`src/rtl/cache_pkg.sv`:
```
package cache_pkg;
    localparam int WAYS  = 2;
    localparam int WAY_W = 1;

    typedef enum logic [0:0] {
        ST_IDLE = 1'b0,
        ST_FILL = 1'b1
    } ctrl_state_e;
endpackage

```
`src/rtl/cache_way.sv`:
```
module cache_way #(
    parameter int SETS    = 2,
    parameter int IDX_W   = 1,
    parameter int TAG_W   = 4,
    parameter int BLOCK_W = 64
) (
    input  logic               clk,
    input  logic               rst_n,
    input  logic [IDX_W-1:0]   rd_idx,
    output logic               rd_valid,
    output logic [TAG_W-1:0]   rd_tag,
    output logic [BLOCK_W-1:0] rd_block,
    input  logic               wr_en,
    input  logic [IDX_W-1:0]   wr_idx,
    input  logic [TAG_W-1:0]   wr_tag,
    input  logic [BLOCK_W-1:0] wr_block
);
    logic [SETS-1:0]    valid_d, valid_q;
    logic [TAG_W-1:0]   tag_d   [SETS];
    logic [TAG_W-1:0]   tag_q   [SETS];
    logic [BLOCK_W-1:0] block_d [SETS];
    logic [BLOCK_W-1:0] block_q [SETS];

    always_comb begin
        valid_d = valid_q;
        tag_d   = tag_q;
        block_d = block_q;
        if (wr_en) begin
            valid_d[wr_idx] = 1'b1;
            tag_d[wr_idx]   = wr_tag;
            block_d[wr_idx] = wr_block;
        end
    end

    always_ff @(posedge clk or negedge rst_n) begin
        if (!rst_n) begin
            valid_q <= '0;
            tag_q   <= '{default: '0};
            block_q <= '{default: '0};
        end else begin
            valid_q <= valid_d;
            tag_q   <= tag_d;
            block_q <= block_d;
        end
    end

    assign rd_valid = valid_q[rd_idx];
    assign rd_tag   = tag_q[rd_idx];
    assign rd_block = block_q[rd_idx];
endmodule

```
`src/rtl/cache_hit_check.sv`:
```
module cache_hit_check
    import cache_pkg::*;
#(
    parameter int TAG_W = 4
) (
    input  logic [WAYS-1:0]  way_valid,
    input  logic [TAG_W-1:0] way_tag [WAYS],
    input  logic [TAG_W-1:0] addr_tag,
    output logic             hit,
    output logic [WAY_W-1:0] hit_way
);
    logic [WAYS-1:0] match;

    for (genvar w = 0; w < WAYS; w++) begin : g_cmp
        assign match[w] = way_valid[w] && (way_tag[w] == addr_tag);
    end

    always_comb begin
        hit_way = '0;
        for (int w = WAYS - 1; w >= 0; w--) begin
            if (match[w]) hit_way = WAY_W'(w);
        end
    end

    assign hit = |match;
endmodule

```
`src/rtl/cache_lru.sv`:
```
module cache_lru
    import cache_pkg::*;
#(
    parameter int SETS  = 2,
    parameter int IDX_W = 1
) (
    input  logic             clk,
    input  logic             rst_n,
    input  logic [IDX_W-1:0] look_idx,
    input  logic [WAYS-1:0]  look_valid,
    output logic [WAY_W-1:0] victim_way,
    input  logic             touch_en,
    input  logic [IDX_W-1:0] touch_idx,
    input  logic [WAY_W-1:0] touch_way
);
    logic [SETS-1:0] evict_d, evict_q;

    always_comb begin
        evict_d = evict_q;
        if (touch_en) evict_d[touch_idx] = ~touch_way;
    end

    always_ff @(posedge clk or negedge rst_n) begin
        if (!rst_n) evict_q <= '0;
        else        evict_q <= evict_d;
    end

    always_comb begin
        if (!look_valid[0])      victim_way = 1'b0;
        else if (!look_valid[1]) victim_way = 1'b1;
        else                     victim_way = evict_q[look_idx];
    end
endmodule

```
`src/rtl/cache_2way_lru.sv`:
```
module cache_2way_lru
    import cache_pkg::*;
#(
    parameter int ADDR_W      = 8,
    parameter int NUM_SETS    = 2,
    parameter int BLOCK_BYTES = 8
) (
    input  logic                          clk,
    input  logic                          rst_n,
    input  logic                          cpu_req,
    input  logic [ADDR_W-1:0]             cpu_addr,
    output logic                          busy,
    output logic                          resp_valid,
    output logic                          resp_hit,
    output logic [7:0]                    resp_data,
    output logic                          mem_req,
    output logic [ADDR_W-$clog2(BLOCK_BYTES)-1:0] mem_addr,
    input  logic                          mem_valid,
    input  logic [BLOCK_BYTES*8-1:0]      mem_block
);
    localparam int OFF_W   = $clog2(BLOCK_BYTES);
    localparam int IDX_W   = $clog2(NUM_SETS);
    localparam int TAG_W   = ADDR_W - IDX_W - OFF_W;
    localparam int BLOCK_W = BLOCK_BYTES * 8;
    localparam int BADDR_W = ADDR_W - OFF_W;

    typedef struct packed {
        ctrl_state_e       state;
        logic [ADDR_W-1:0] addr;
        logic [WAY_W-1:0]  victim;
        logic              resp_valid;
        logic              resp_hit;
        logic [7:0]        resp_data;
    } ctrl_t;

    ctrl_t ctrl_d, ctrl_q;

    function automatic logic [7:0] pick_byte(logic [BLOCK_W-1:0] blk, logic [OFF_W-1:0] off);
        return blk[{off, 3'b000} +: 8];
    endfunction

    logic [OFF_W-1:0] req_off, held_off;
    logic [IDX_W-1:0] req_idx, held_idx;
    logic [TAG_W-1:0] req_tag, held_tag;

    assign req_off  = cpu_addr[OFF_W-1:0];
    assign req_idx  = cpu_addr[OFF_W +: IDX_W];
    assign req_tag  = cpu_addr[ADDR_W-1 -: TAG_W];
    assign held_off = ctrl_q.addr[OFF_W-1:0];
    assign held_idx = ctrl_q.addr[OFF_W +: IDX_W];
    assign held_tag = ctrl_q.addr[ADDR_W-1 -: TAG_W];

    logic [WAYS-1:0]    way_valid;
    logic [TAG_W-1:0]   way_tag   [WAYS];
    logic [BLOCK_W-1:0] way_block [WAYS];
    logic [WAYS-1:0]    way_wr;
    logic               fill_en;

    for (genvar w = 0; w < WAYS; w++) begin : g_way
        assign way_wr[w] = fill_en && (ctrl_q.victim == WAY_W'(w));

        cache_way #(
            .SETS    (NUM_SETS),
            .IDX_W   (IDX_W),
            .TAG_W   (TAG_W),
            .BLOCK_W (BLOCK_W)
        ) u_way (
            .clk      (clk),
            .rst_n    (rst_n),
            .rd_idx   (req_idx),
            .rd_valid (way_valid[w]),
            .rd_tag   (way_tag[w]),
            .rd_block (way_block[w]),
            .wr_en    (way_wr[w]),
            .wr_idx   (held_idx),
            .wr_tag   (held_tag),
            .wr_block (mem_block)
        );
    end

    logic             hit;
    logic [WAY_W-1:0] hit_way;

    cache_hit_check #(
        .TAG_W (TAG_W)
    ) u_hit (
        .way_valid (way_valid),
        .way_tag   (way_tag),
        .addr_tag  (req_tag),
        .hit       (hit),
        .hit_way   (hit_way)
    );

    logic             touch_en;
    logic [IDX_W-1:0] touch_idx;
    logic [WAY_W-1:0] touch_way;
    logic [WAY_W-1:0] victim_way;

    cache_lru #(
        .SETS  (NUM_SETS),
        .IDX_W (IDX_W)
    ) u_lru (
        .clk        (clk),
        .rst_n      (rst_n),
        .look_idx   (req_idx),
        .look_valid (way_valid),
        .victim_way (victim_way),
        .touch_en   (touch_en),
        .touch_idx  (touch_idx),
        .touch_way  (touch_way)
    );

    always_comb begin
        ctrl_d            = ctrl_q;
        ctrl_d.resp_valid = 1'b0;
        ctrl_d.resp_hit   = 1'b0;
        fill_en           = 1'b0;
        touch_en          = 1'b0;
        touch_idx         = req_idx;
        touch_way         = hit_way;
        case (ctrl_q.state)
            ST_IDLE: begin
                if (cpu_req) begin
                    if (hit) begin
                        ctrl_d.resp_valid = 1'b1;
                        ctrl_d.resp_hit   = 1'b1;
                        ctrl_d.resp_data  = pick_byte(way_block[hit_way], req_off);
                        touch_en          = 1'b1;
                    end else begin
                        ctrl_d.state  = ST_FILL;
                        ctrl_d.addr   = cpu_addr;
                        ctrl_d.victim = victim_way;
                    end
                end
            end
            ST_FILL: begin
                if (mem_valid) begin
                    fill_en           = 1'b1;
                    ctrl_d.resp_valid = 1'b1;
                    ctrl_d.resp_data  = pick_byte(mem_block, held_off);
                    ctrl_d.state      = ST_IDLE;
                    touch_en          = 1'b1;
                    touch_idx         = held_idx;
                    touch_way         = ctrl_q.victim;
                end
            end
            default: ctrl_d.state = ST_IDLE;
        endcase
    end

    always_ff @(posedge clk or negedge rst_n) begin
        if (!rst_n) begin
            ctrl_q <= '{state: ST_IDLE, addr: '0, victim: '0,
                        resp_valid: 1'b0, resp_hit: 1'b0, resp_data: '0};
        end else begin
            ctrl_q <= ctrl_d;
        end
    end

    assign busy       = (ctrl_q.state != ST_IDLE);
    assign mem_req    = (ctrl_q.state == ST_FILL);
    assign mem_addr   = ctrl_q.addr[ADDR_W-1:OFF_W];
    assign resp_valid = ctrl_q.resp_valid;
    assign resp_hit   = ctrl_q.resp_hit;
    assign resp_data  = ctrl_q.resp_data;
endmodule

```
`config.mk`:
```
export PLATFORM = sky130hd
export DESIGN_NAME = cache_2way_lru
export DESIGN_NICKNAME = d
export VERILOG_FILES = /design/src/rtl/cache_pkg.sv /design/src/rtl/cache_way.sv /design/src/rtl/cache_hit_check.sv /design/src/rtl/cache_lru.sv /design/src/rtl/cache_2way_lru.sv
export SDC_FILE = /design/constraint.sdc
export NUM_CORES = 1
export LEC_CHECK = 0
export BUFFER_PORTS_ARGS = -buffer_cell sky130_fd_sc_hd__buf_2
export CORE_MARGIN = 2
export CORE_UTILIZATION = 40
export DETAILED_ROUTE_END_ITERATION = 10
export SYNTH_ARGS = -nofsm -noshare
export SYNTH_HDL_FRONTEND = slang
export SYNTH_HIERARCHICAL = 1
export SYNTH_SLANG_ARGS = --single-unit
```
`constraint.sdc`:
```
create_clock -name clk -period 4.9 [get_ports clk]
set_input_delay 0.98 -clock clk [delete_from_list [all_inputs] [get_ports clk]]
set_output_delay 0.98 -clock clk [all_outputs]
set_load 0.05 [all_outputs]
```
; ---- Word-level counts from Yosys, hierarchy flattened
; Index checks and enable logic that the tools add are counted.
[classes]
bitwise = 9
reduce_logical = 10
div = 0
n_eq_ne = 5
mux = 56
order_cmp = 9
add_sub_neg = 0
n_shift = 2
multipliers = 0
[op_table]
columns = cell, count
row1 = 64-bit 2-to-1 mux, 10
row2 = 128-bit bitwise mux, 2
row3 = 64-bit by 7-bit variable part select with 8-bit output, 2
row4 = 64-bit demux with 1-bit select, 1
row5 = 4-bit 2-to-1 mux, 7
row6 = 1-bit 2-to-1 mux, 22
row7 = 10-bit 2-to-1 mux, 2
row8 = 20-bit 2-to-1 mux, 1
row9 = 8-bit bitwise mux, 2
row10 = 8-bit one-hot mux with 2 select lines, 1
row11 = 4-bit equality test, 2
row12 = 8-bit 2-to-1 mux, 1
row13 = 1-bit logical AND, 7
row14 = 2-bit greater-or-equal comparator (second input constant), 3
row15 = 1-bit by 2-bit less-than comparator with 1-bit output (second input constant), 3
row16 = 2-bit inequality test (second input constant), 3
row17 = 1-bit inverter with 2-bit output, 3
row18 = 1-bit one-hot mux with 2 select lines, 3
row19 = 3-bit AND reduction, 2
row20 = 4-bit demux with 1-bit select, 1
row21 = 1-bit inverter, 4
row22 = 2-bit bitwise OR, 2
row23 = 2-bit bitwise mux, 1
row24 = 1-bit demux with 1-bit select, 2
row25 = other kinds (3), 4
[totals]
ff_bits = 298
elab_cells = 108
inputBits = 76
ramBits = 0
romBits = 0
latchBits = 0
mem_count = 0

; ---- Depth between registers and ports, before layout
; Gate-level depths: netlist of run 1.
[logic_depth]
depth_word = 16
ltp_mapped = 14

; ---- By module
; The synthesis of run 1 kept the hierarchy.
[by_module_without_submodules]
columns = module, cells_each, area_each_um2, n_inst
row1 = cache_way, 370, 5973.2, 2
row2 = cache_2way_lru, 188, 2382.3, 1
row3 = cache_hit_check, 17, 122.6, 1
row4 = cache_lru, 10, 115.1, 1

; ---- Worst setup path before layout of run 1
; OpenSTA, ideal clock, no wires.
[synth_path]
path_type = input to register
start = in cpu_addr[3]
end = reg ctrl_q (netlist bit resp_data[3])
arrival_time_ns = 3.655
required_time_ns = 4.766
setup_ns = 0.134
path_slack_ns = 1.111
path_stages = 11
cell_sequence = buf_2 -> buf_2 -> mux2_2 -> a22o_1 -> a2111oi_2 -> nor2b_1 -> buf_6 -> mux4_1 -> mux2_2 -> a221oi_1 -> nand4_1
[synth_lines]
columns = element, line_no
row1 = start: declaration, cache_2way_lru.sv:11  ; input logic [ADDR_W-1:0] cpu_addr,
row2 = end signal: assignment, cache_2way_lru.sv:153  ; ctrl_q <= '{state: ST_IDLE, addr: '0, victim: '0,
row3 = end signal: assignment, cache_2way_lru.sv:156  ; ctrl_q <= ctrl_d;
row4 = end: declaration, cache_2way_lru.sv:36  ; ctrl_t ctrl_d, ctrl_q;

==> results_dict.tcl, run 1 <==
set metrics [dict create \
    status "finished, final reports clean" \
    layout_min_cycle_time_ps 3670 \
    die_y_um 195 \
    path_clk_slew_ps 60 \
    final_common_cell "mux2_2" \
    cts.repair.resized 0 \
    synthArstFlopShare_pct 100 \
    grt-ovfl-total 0 \
    ys_seq_area_share_pct 51.2 \
    ctsLongestPathBuffers 3 \
    arrival_ps 4060 \
    synth_top_cell_area_share_pct 51.2 \
    ys_ff_latch 298 \
    antenna_found_initial 6 \
    grt_pass1_vias 8781 \
    cp-end-kind "flop" \
    coreArea_um2 35700 \
    hpwl_um 22500 \
    die_area_um2 38000 \
    cts_buffers 34 \
    grt_setup_unrepaired "no" \
    io_pins 93 \
    finalHoldViolations 0 \
    finalSetupViolCount 0 \
    synthToLayoutAreaGrowth_pct 12.1 \
    ant_nets 0 \
    rows 69 \
    clockRootBuffer "clkbuf_16" \
    combPwrFrac_pct 35.3 \
    synth_ff_type "dfrtp_1" \
    port_buffers 92 \
    groute.usage.overall_pct 19.0 \
    synth_area_per_cell_um2 15.3 \
    start_util_pct 40.8 \
    yosys.area.top_type "dfrtp_1" \
    cts_tree "done" \
    grt_pass1_wl_um 55400 \
    synth_area_leaders "dfrtp_1 51%, mux2_2 30%, mux4_2 5.9%, mux2_4 1.9%, mux2_1 1.4%" \
    drive_gt1_share_pct 58.8 \
    cts.htree.levels 2 \
    whs_ps 465 \
    nets 1096 \
    syn_inst 955 \
    ys_types 43 \
    p_leak_nw 7.04 \
    routed_wl_um 35200 \
    drt-pass1-iter-count 4 \
    maxCapViolCount 0 \
    yosys_warnings 6 \
    synth-edff-count 0 \
    clock_sinks 298 \
    grt_max_degree 115 \
    fin_skew_ps 20.0 \
    powerDensity_nw_per_um2 631 \
    critical_path_class "in2reg" \
    path_max_fanout 32 \
    post-cts-setup-buffers 0 \
    gp_congestion 0.835 \
    clock_latency_ps 510 \
    hold_path.class "reg2reg" \
    final_util_pct 45.7 \
    maxSlewHeadroom_pct 24.4 \
    slew_viol_final 0 \
    syn_nets 1031 \
    via_per_inst 5.52 \
    final_cell_mix "387 x mux2_2, 298 x dfrtp_1, 90 x buf_2, 38 x mux4_2, 35 x clkbuf_16" \
    tightest_slew_ps 1130 \
    setup_tns_ps 0 \
    ctsHoldBuffers 0 \
    p_clk_share_pct 22.7 \
    vdd_drop_max_uv 416 \
    power.internal_mw 7.14 \
    cp.required_ps 5290 \
    p_seq_share_pct 42.1 \
    p_sw_share_pct 30.7 \
    p_sw_mw 3.17 \
    power_mw 10.3 \
    critPathLaunchType "input pin" \
    die_width_um 195 \
    fin_crit_sh_pct 74.9 \
    syn_area_um2 14600 \
    wire_per_inst_um 23.4 \
    drtIter0Drc 451 \
    route.vias.total 8313 \
    max_freq_mhz 273 \
    route.detailed.drc 0 \
]
==> stage by stage <==
step | instances | cell area [µm²] | setup slack (ps)
finish | 1505 | 16300 | 1230
global route | 1503 | 16300 | 972
CTS | 1500 | 16300 | 1220
detailed placement | 1445 | 15300 | 688
global placement | 1445 | 15300 | 713
floorplan | 955 | 14600 | 1110
==> power groups by stage <==
stage | Clock, mW | Combinational [mW] | Sequential, mW
after floorplan | 0 | 2.97 | 4.14
after global placement | 0 | 3.62 | 4.33
after detailed placement | 0 | 3.66 | 4.37
after CTS | 2.41 | 3.68 | 4.34
after global routing | 2.51 | 3.90 | 4.51
final | 2.34 | 3.64 | 4.34
==> cell usage after synthesis, drive strengths merged (5+ instances only) <==
cell type and number:
mux4 45, inv 8, mux2i 9, nand2 14
clkbuf 7, nand2b 5, and3 9, nor2b 5
mux2 423, a22oi 5, nand3 8, buf 72
dfrtp 298, nand4 8
==> registers in the layout (all words and copies together), names as in the netlist <==
signal / count
resp_data: 8
mem_addr: 5
g_way.u_way/valid_q: 4
g_way.u_way/tag_q: 16
busy: 1
ctrl_q: 4
u_lru/evict_q: 2
g_way.u_way/block_q: 256
resp_valid: 1
resp_hit: 1
==> final cells by class <==
cell class                      count  area (µm²)
Antenna cell                        5        12.5
Clock inverter                      9        51.3
Clock buffer                       46         957
Inverter                            8        30.0
Sequential cell                   298        7460
Timing Repair Buffer              108         647
Multi-Input combinational cell    570        6600
Tap cell                          461         577
Fill cell                        3212       19400
==> layer usage <==
metal | share of wire [%] | wire length [µm] | track usage (%) | up-vias
li1 | - | - | - | 3670
met1 | 46 | 16300 | 27.0 | 4443
met2 | 47 | 16600 | 30.0 | 160
met3 | 4.9 | 1740 | 3.70 | 38
met4 | 1.5 | 530 | 4.61 | 2
met5 | 0.020 | 7 | 0 | -
==> path summary, 6_finish.rpt <==
| kind | start | to | slack, ps | cells past startpoint |
|---|---|---|---|---|
| hold reg to reg | g_way[1].u_way/valid_q[0] | g_way[1].u_way/valid_q[0] | 460 | 1 |
| setup / recovery | cpu_addr[3] | resp_data[0] | 1230 | 10 |
| max in group asynchronous | rst_n | g_way[1].u_way/block_q[66] | 3350 | 2 |
| hold / removal | g_way[1].u_way/valid_q[0] | g_way[1].u_way/valid_q[0] | 460 | 1 |
| min in group asynchronous | rst_n | g_way[1].u_way/block_q[127] | 540 | 1 |
| setup reg to reg | g_way[1].u_way/tag_q[0] | resp_data[0] | 1750 | 9 |
==> critical path, stage by stage <==
cell and delay, ps:
buf_6 270, mux2_2 390, a22o_1 240, a2111oi_2 330, nor2b_4 220, buf_4 300, mux4_1 600, mux2_2 320
a221oi_1 270, nand4_1 120
==> logic make-up after synthesis <==
family / count (synthesis) / share of synthesized area (%)
AO/OA/AOI/OAI: 27 / 1.50
XOR/XNOR: 5 / 0.301
buffers and inverters: 87 / 3.74
flip-flops: 298 / 51.2
multiplexers: 477 / 40.9
AND/OR/NAND/NOR: 61 / 2.35
Note: power is estimated with default switching activity, not from simulation.
==> run 2: changes to the inputs <==
Clock period 4.9 ns to 3.7 ns, I/O delays scaled along.
==> run 2 against run 1 <==
Against the previous run:
- worst setup slack got worse by 690 ps
- non-clock buffer count is 7 higher
- sequential cell count unchanged
- sequential power up 33%
- first-iteration DRC count is 1.8% higher
- clock power grew 32%
- core utilization increased by 0.33 points
- clock skew down 0.96 ps
- largest power group unchanged
- highest routed layer unchanged
==> results_dict.tcl, run 2 (synthesis gave the netlist of run 1 again) <==
set metrics [dict create \
    fill_cells 3178 \
    cp_top_family "multiplexers" \
    ant_nets 0 \
    drive_gt1_share_pct 58.4 \
    final_cell_mix "387 x mux2_2, 298 x dfrtp_1, 90 x buf_2, 38 x mux4_2, 35 x clkbuf_16" \
    clockRootBuffer "clkbuf_16" \
    p_sw_share_pct 30.5 \
    maxCapViolCount 0 \
    cp_common_cell "mux2_2" \
    path_max_fanout 16 \
    crit_cells 10 \
    wire_per_inst_um 23.1 \
    r2r_cells 9 \
    drt-pass1-iter-count 6 \
    path_cells "buf_6 -> mux2_2 -> a22o_1 -> a2111oi_2 -> nor2b_4 -> buf_12 -> mux4_1 -> mux2_2 -> a221oi_1 -> nand4_1" \
    hold_path.class "in2async" \
    gp_congestion 0.764 \
    hpwl_um 22900 \
    io_pins 93 \
    fin_crit_sh_pct 85.3 \
    layout_min_cycle_time_ps 3160 \
    cts_tree "done" \
    crit_start "cpu_addr[3]" \
    ctsHoldBuffers 0 \
    via_per_inst 5.53 \
    crit_buf_inv 2 \
    setup_tns_ps 0 \
    p_leak_nw 7.09 \
    post-cts-setup-buffers 0 \
    power.internal_mw 9.51 \
    groute.usage.overall_pct 18.8 \
    cts.repair.resized 0 \
    cts.htree.levels 2 \
    nets 1103 \
    die_y_um 195 \
    die_area_um2 38000 \
    reg2reg_from "g_way[1].u_way/tag_q[4]" \
    arrival_ps 3530 \
    routed_wl_um 34900 \
    dp.cells 1452 \
    largest_register "g_way.u_way/block_q" \
    cp-end-kind "flop" \
    vdd_drop_max_uv 469 \
    die_width_um 195 \
    coreArea_um2 35700 \
    max_freq_mhz 317 \
    critPathMaxStageDelay_ps 580 \
    fin_skew_ps 19.1 \
    p_clk_share_pct 22.5 \
    critical_path_class "in2reg" \
    largest_reg_flops 256 \
    path_clk_slew_ps 60 \
    finalWorstSetupSlack_ps 543 \
    slew_viol_final 0 \
    finalSetupViolCount 0 \
    grt_pass1_vias 8951 \
    whs_ps 127 \
    clock_latency_ps 510 \
    combPwrFrac_pct 35.4 \
    p_seq_share_pct 42.0 \
    critPathLaunchType "input pin" \
    final_common_cell "mux2_2" \
    cts_buffers 34 \
    fin_cells 1512 \
    grt_pass1_wl_um 55200 \
    tightest_slew_ps 1060 \
    slowest_stage "mux4_1" \
    status "finished, final reports clean" \
    grt_max_degree 132 \
    route.detailed.drc 0 \
    antenna_found_initial 3 \
    dp_slack_ps 34.9 \
    drtIter0Drc 459 \
    p_sw_mw 4.18 \
    rows 69 \
    maxSlewHeadroom_pct 29.4 \
    regArea_um2 7460 \
    route.vias.total 8366 \
    synthToLayoutAreaGrowth_pct 12.9 \
    start_util_pct 40.8 \
    power_mw 13.7 \
    powerDensity_nw_per_um2 832 \
    grt_setup_unrepaired "no" \
    clock_sinks 298 \
    grt-ovfl-total 0 \
    ctsLongestPathBuffers 3 \
    cp.required_ps 4080 \
    finalHoldViolations 0 \
    multi_input_area_um2 6600 \
    port_buffers 92 \
]
run 2: area by class of cell:
class	instances	share of cell area, %
Clock buffer	53	5.92
Antenna cell	2	0.0304
Sequential cell	298	45.3
Timing Repair Buffer	115	4.71
Multi-Input combinational cell	570	40.1
Tap cell	461	3.51
Inverter	8	0.183
Clock inverter	5	0.190
run 2: stage by stage:
stage	util, %	area (µm²)
2_1_floorplan	-	14600
3_3_place_gp	43.2	15400
3_5_place_dp	43.2	15400
4_1_cts	46.0	16400
5_1_grt	46.0	16400
6_report	46.0	16500
run 2: power by group through the flow:
stage          registers (mW)  clock network, mW  logic, mW
2_1_floorplan            5.48                  0       3.93
3_3_place_gp             5.74                  0       4.84
3_5_place_dp             5.81                  0       4.90
4_1_cts                  5.76               3.18       4.92
5_1_grt                  5.97               3.33       5.20
6_report                 5.76               3.08       4.85
run 2: worst paths after layout:
path / to / slack (ps)
setup / recovery: resp_data[3] / 540
hold reg to reg: g_way[0].u_way/valid_q[1] / 470
setup reg to reg: resp_data[3] / 640
hold / removal: g_way[0].u_way/tag_q[3] / 130
min in group clk: g_way[0].u_way/valid_q[1] / 470
max in group asynchronous: g_way[0].u_way/block_q[93] / 2450
run 2: per-layer routing:
metal | global-route usage (%) | vias up | part of all wire [%]
met5 | 0 | - | 0.046
met4 | 4.95 | 2 | 2.2
met3 | 2.86 | 50 | 4.3
met2 | 30.4 | 162 | 48
met1 | 26.7 | 4465 | 45
li1 | - | 3687 | -
==> run 3: changes to the inputs <==
Settings changed: CORE_MARGIN 2 to 3.
Clock period 3.7 ns to 2.7 ns, I/O delays scaled along.
==> run 3 against run 2 <==
Against the previous run:
- the run now ends with setup timing left
- global-route usage up 0.45 points
- register-to-register slack got worse by 840 ps
- clock skew shrank 4.2 ps
- clock-buffer cell count is 2 lower
- first-iteration DRC count rose by 4.8%
- sequential share of layout area is 1.6 points lower
- sequential power up 36%
- die area increased by 2.1%
- largest power group unchanged
- highest routed layer unchanged
==> results_dict.tcl, run 3 (synthesis gave the netlist of run 1 again) <==
set metrics [dict create \
    status "finished, violations left" \
    violations "setup timing" \
    cts.htree.levels 2 \
    route.met2.wl_um 17300 \
    groute.usage.overall_pct 19.3 \
    fin_crit_sh_pct 107 \
    arrival_ps 3280 \
    route.detailed.drc 0 \
    die_y_um 197 \
    rows 69 \
    grt_pass1_wl_um 56800 \
    critical_path_class "reg2reg" \
    finalSetupViolCount 7 \
    drive_gt1_share_pct 62.2 \
    largest_reg_flops 256 \
    power_mw 19.8 \
    fin_skew_ps 14.9 \
    route.vias.total 8508 \
    drtIter0Drc 481 \
    routed_wl_um 37000 \
    gp_congestion 0.781 \
    io_pins 93 \
    path_max_fanout 8 \
    routed.top_layer "met5" \
    die_area_um2 38700 \
    port_buffers 92 \
    hold_path.class "in2reg" \
    dp_slack_ps -727 \
    final_common_cell "mux2_2" \
    grt_setup_unrepaired "yes" \
    grt-ovfl-total 0 \
    nets 1134 \
    layout_min_cycle_time_ps 2900 \
    stdcell_area_um2 17000 \
    powerDensity_nw_per_um2 1160 \
    path_clk_slew_ps 60 \
    final_cell_mix "381 x mux2_2, 298 x dfrtp_1, 90 x buf_2, 43 x mux4_2, 38 x clkbuf_16" \
    cts_buffers 36 \
    tightest_slew_ps 699 \
    wl_met1_um 16800 \
    vdd_drop_max_uv 607 \
    antenna_found_initial 6 \
    via_per_inst 5.52 \
    clockRootBuffer "clkbuf_16" \
    p_leak_nw 7.36 \
    r2r_cells 10 \
    coreArea_um2 35700 \
    clock_latency_ps 520 \
    largest_register "g_way.u_way/block_q" \
    synthToLayoutAreaGrowth_pct 17.0 \
    whs_ps 306 \
    clock_sinks 298 \
    cts_tree "done" \
    hpwl_um 24500 \
    wire_per_inst_um 24.0 \
    critPathLaunchType "flop" \
    ant_nets 0 \
    drt-pass1-iter-count 4 \
    start_util_pct 40.8 \
    slew_viol_final 0 \
    cp.required_ps 3090 \
    finalHoldViolations 0 \
    cp-end-kind "flop" \
    ctsLongestPathBuffers 3 \
    holdPathStages 2 \
    maxCapViolCount 0 \
    dpl_cell_area_um2 15700 \
    grt_pass1_vias 8928 \
    met3_length_um 2150 \
    grt_max_degree 91 \
    max_freq_mhz 345 \
    maxSlewHeadroom_pct 53.2 \
    finalWorstSetupSlack_ps -196 \
    die_width_um 197 \
]
-- run 3: metrics by stage --
stage          setup TNS [ps]  util, %  std cells
6_report                -1070     47.7       1542
5_1_grt                 -1740     47.7       1541
4_1_cts                 -1140     47.2       1536
2_1_floorplan           -2730        -        955
3_5_place_dp            -6420     43.8       1473
3_3_place_gp            -4810     43.8       1473
-- run 3: final cells by class --
class	count	area, µm²
Multi-Input combinational cell	570	6760
Inverter	8	30.0
Sequential cell	298	7460
Clock inverter	9	120
Fill cell	3130	18700
Timing Repair Buffer	144	1050
Clock buffer	51	1050
Antenna cell	1	2.50
Tap cell	461	577
-- run 3: final timing paths --
path	from	end	slack, ps
hold reg to reg	g_way[0].u_way/valid_q[1]	g_way[0].u_way/valid_q[1]	460
min in group asynchronous	rst_n	g_way[0].u_way/block_q[84]	570
max in group asynchronous	rst_n	g_way[1].u_way/block_q[63]	1360
setup reg to reg	g_way[1].u_way/tag_q[4]	resp_data[3]	-200
setup / recovery	g_way[1].u_way/tag_q[4]	resp_data[3]	-200
hold / removal	mem_block[58]	g_way[1].u_way/block_q[58]	310
-- run 3: repair_timing --
item                       in CTS  in global routing
setup buffers                   2                  4
setup endpoints to repair       8                  8
gates resized for setup         6                 12
pin swaps                       0                  3
hold endpoints to repair       19                  0
hold buffers                    1                  0
cloned                          0                  1
-- run 3: where the power goes --
part	leakage (nW)	switching [mW]	total, mW	internal (mW)
sequential	3.59	1.12	7.81	6.69
clock	0.580	1.84	4.81	2.97
combinational	3.19	3.09	7.17	4.08
total	7.36	6.06	19.8	13.7
-- run 3: worst max-delay path: stages, from the launching register on --
cell and delay [ps]:
dfrtp_1 370, mux2_4 280, a22o_1 260, a2111oi_4 240, nor2b_4 230, buf_12 130, buf_12 130, mux4_2 500
mux2_4 310, a221oi_2 210, nand4_1 100
-- run 3: routing by layer --
layer | vias up | track usage [%]
met4 | 12 | 4.20
met5 | - | 0
li1 | 3736 | -
met1 | 4485 | 28.1
met3 | 58 | 3.56
met2 | 217 | 30.3
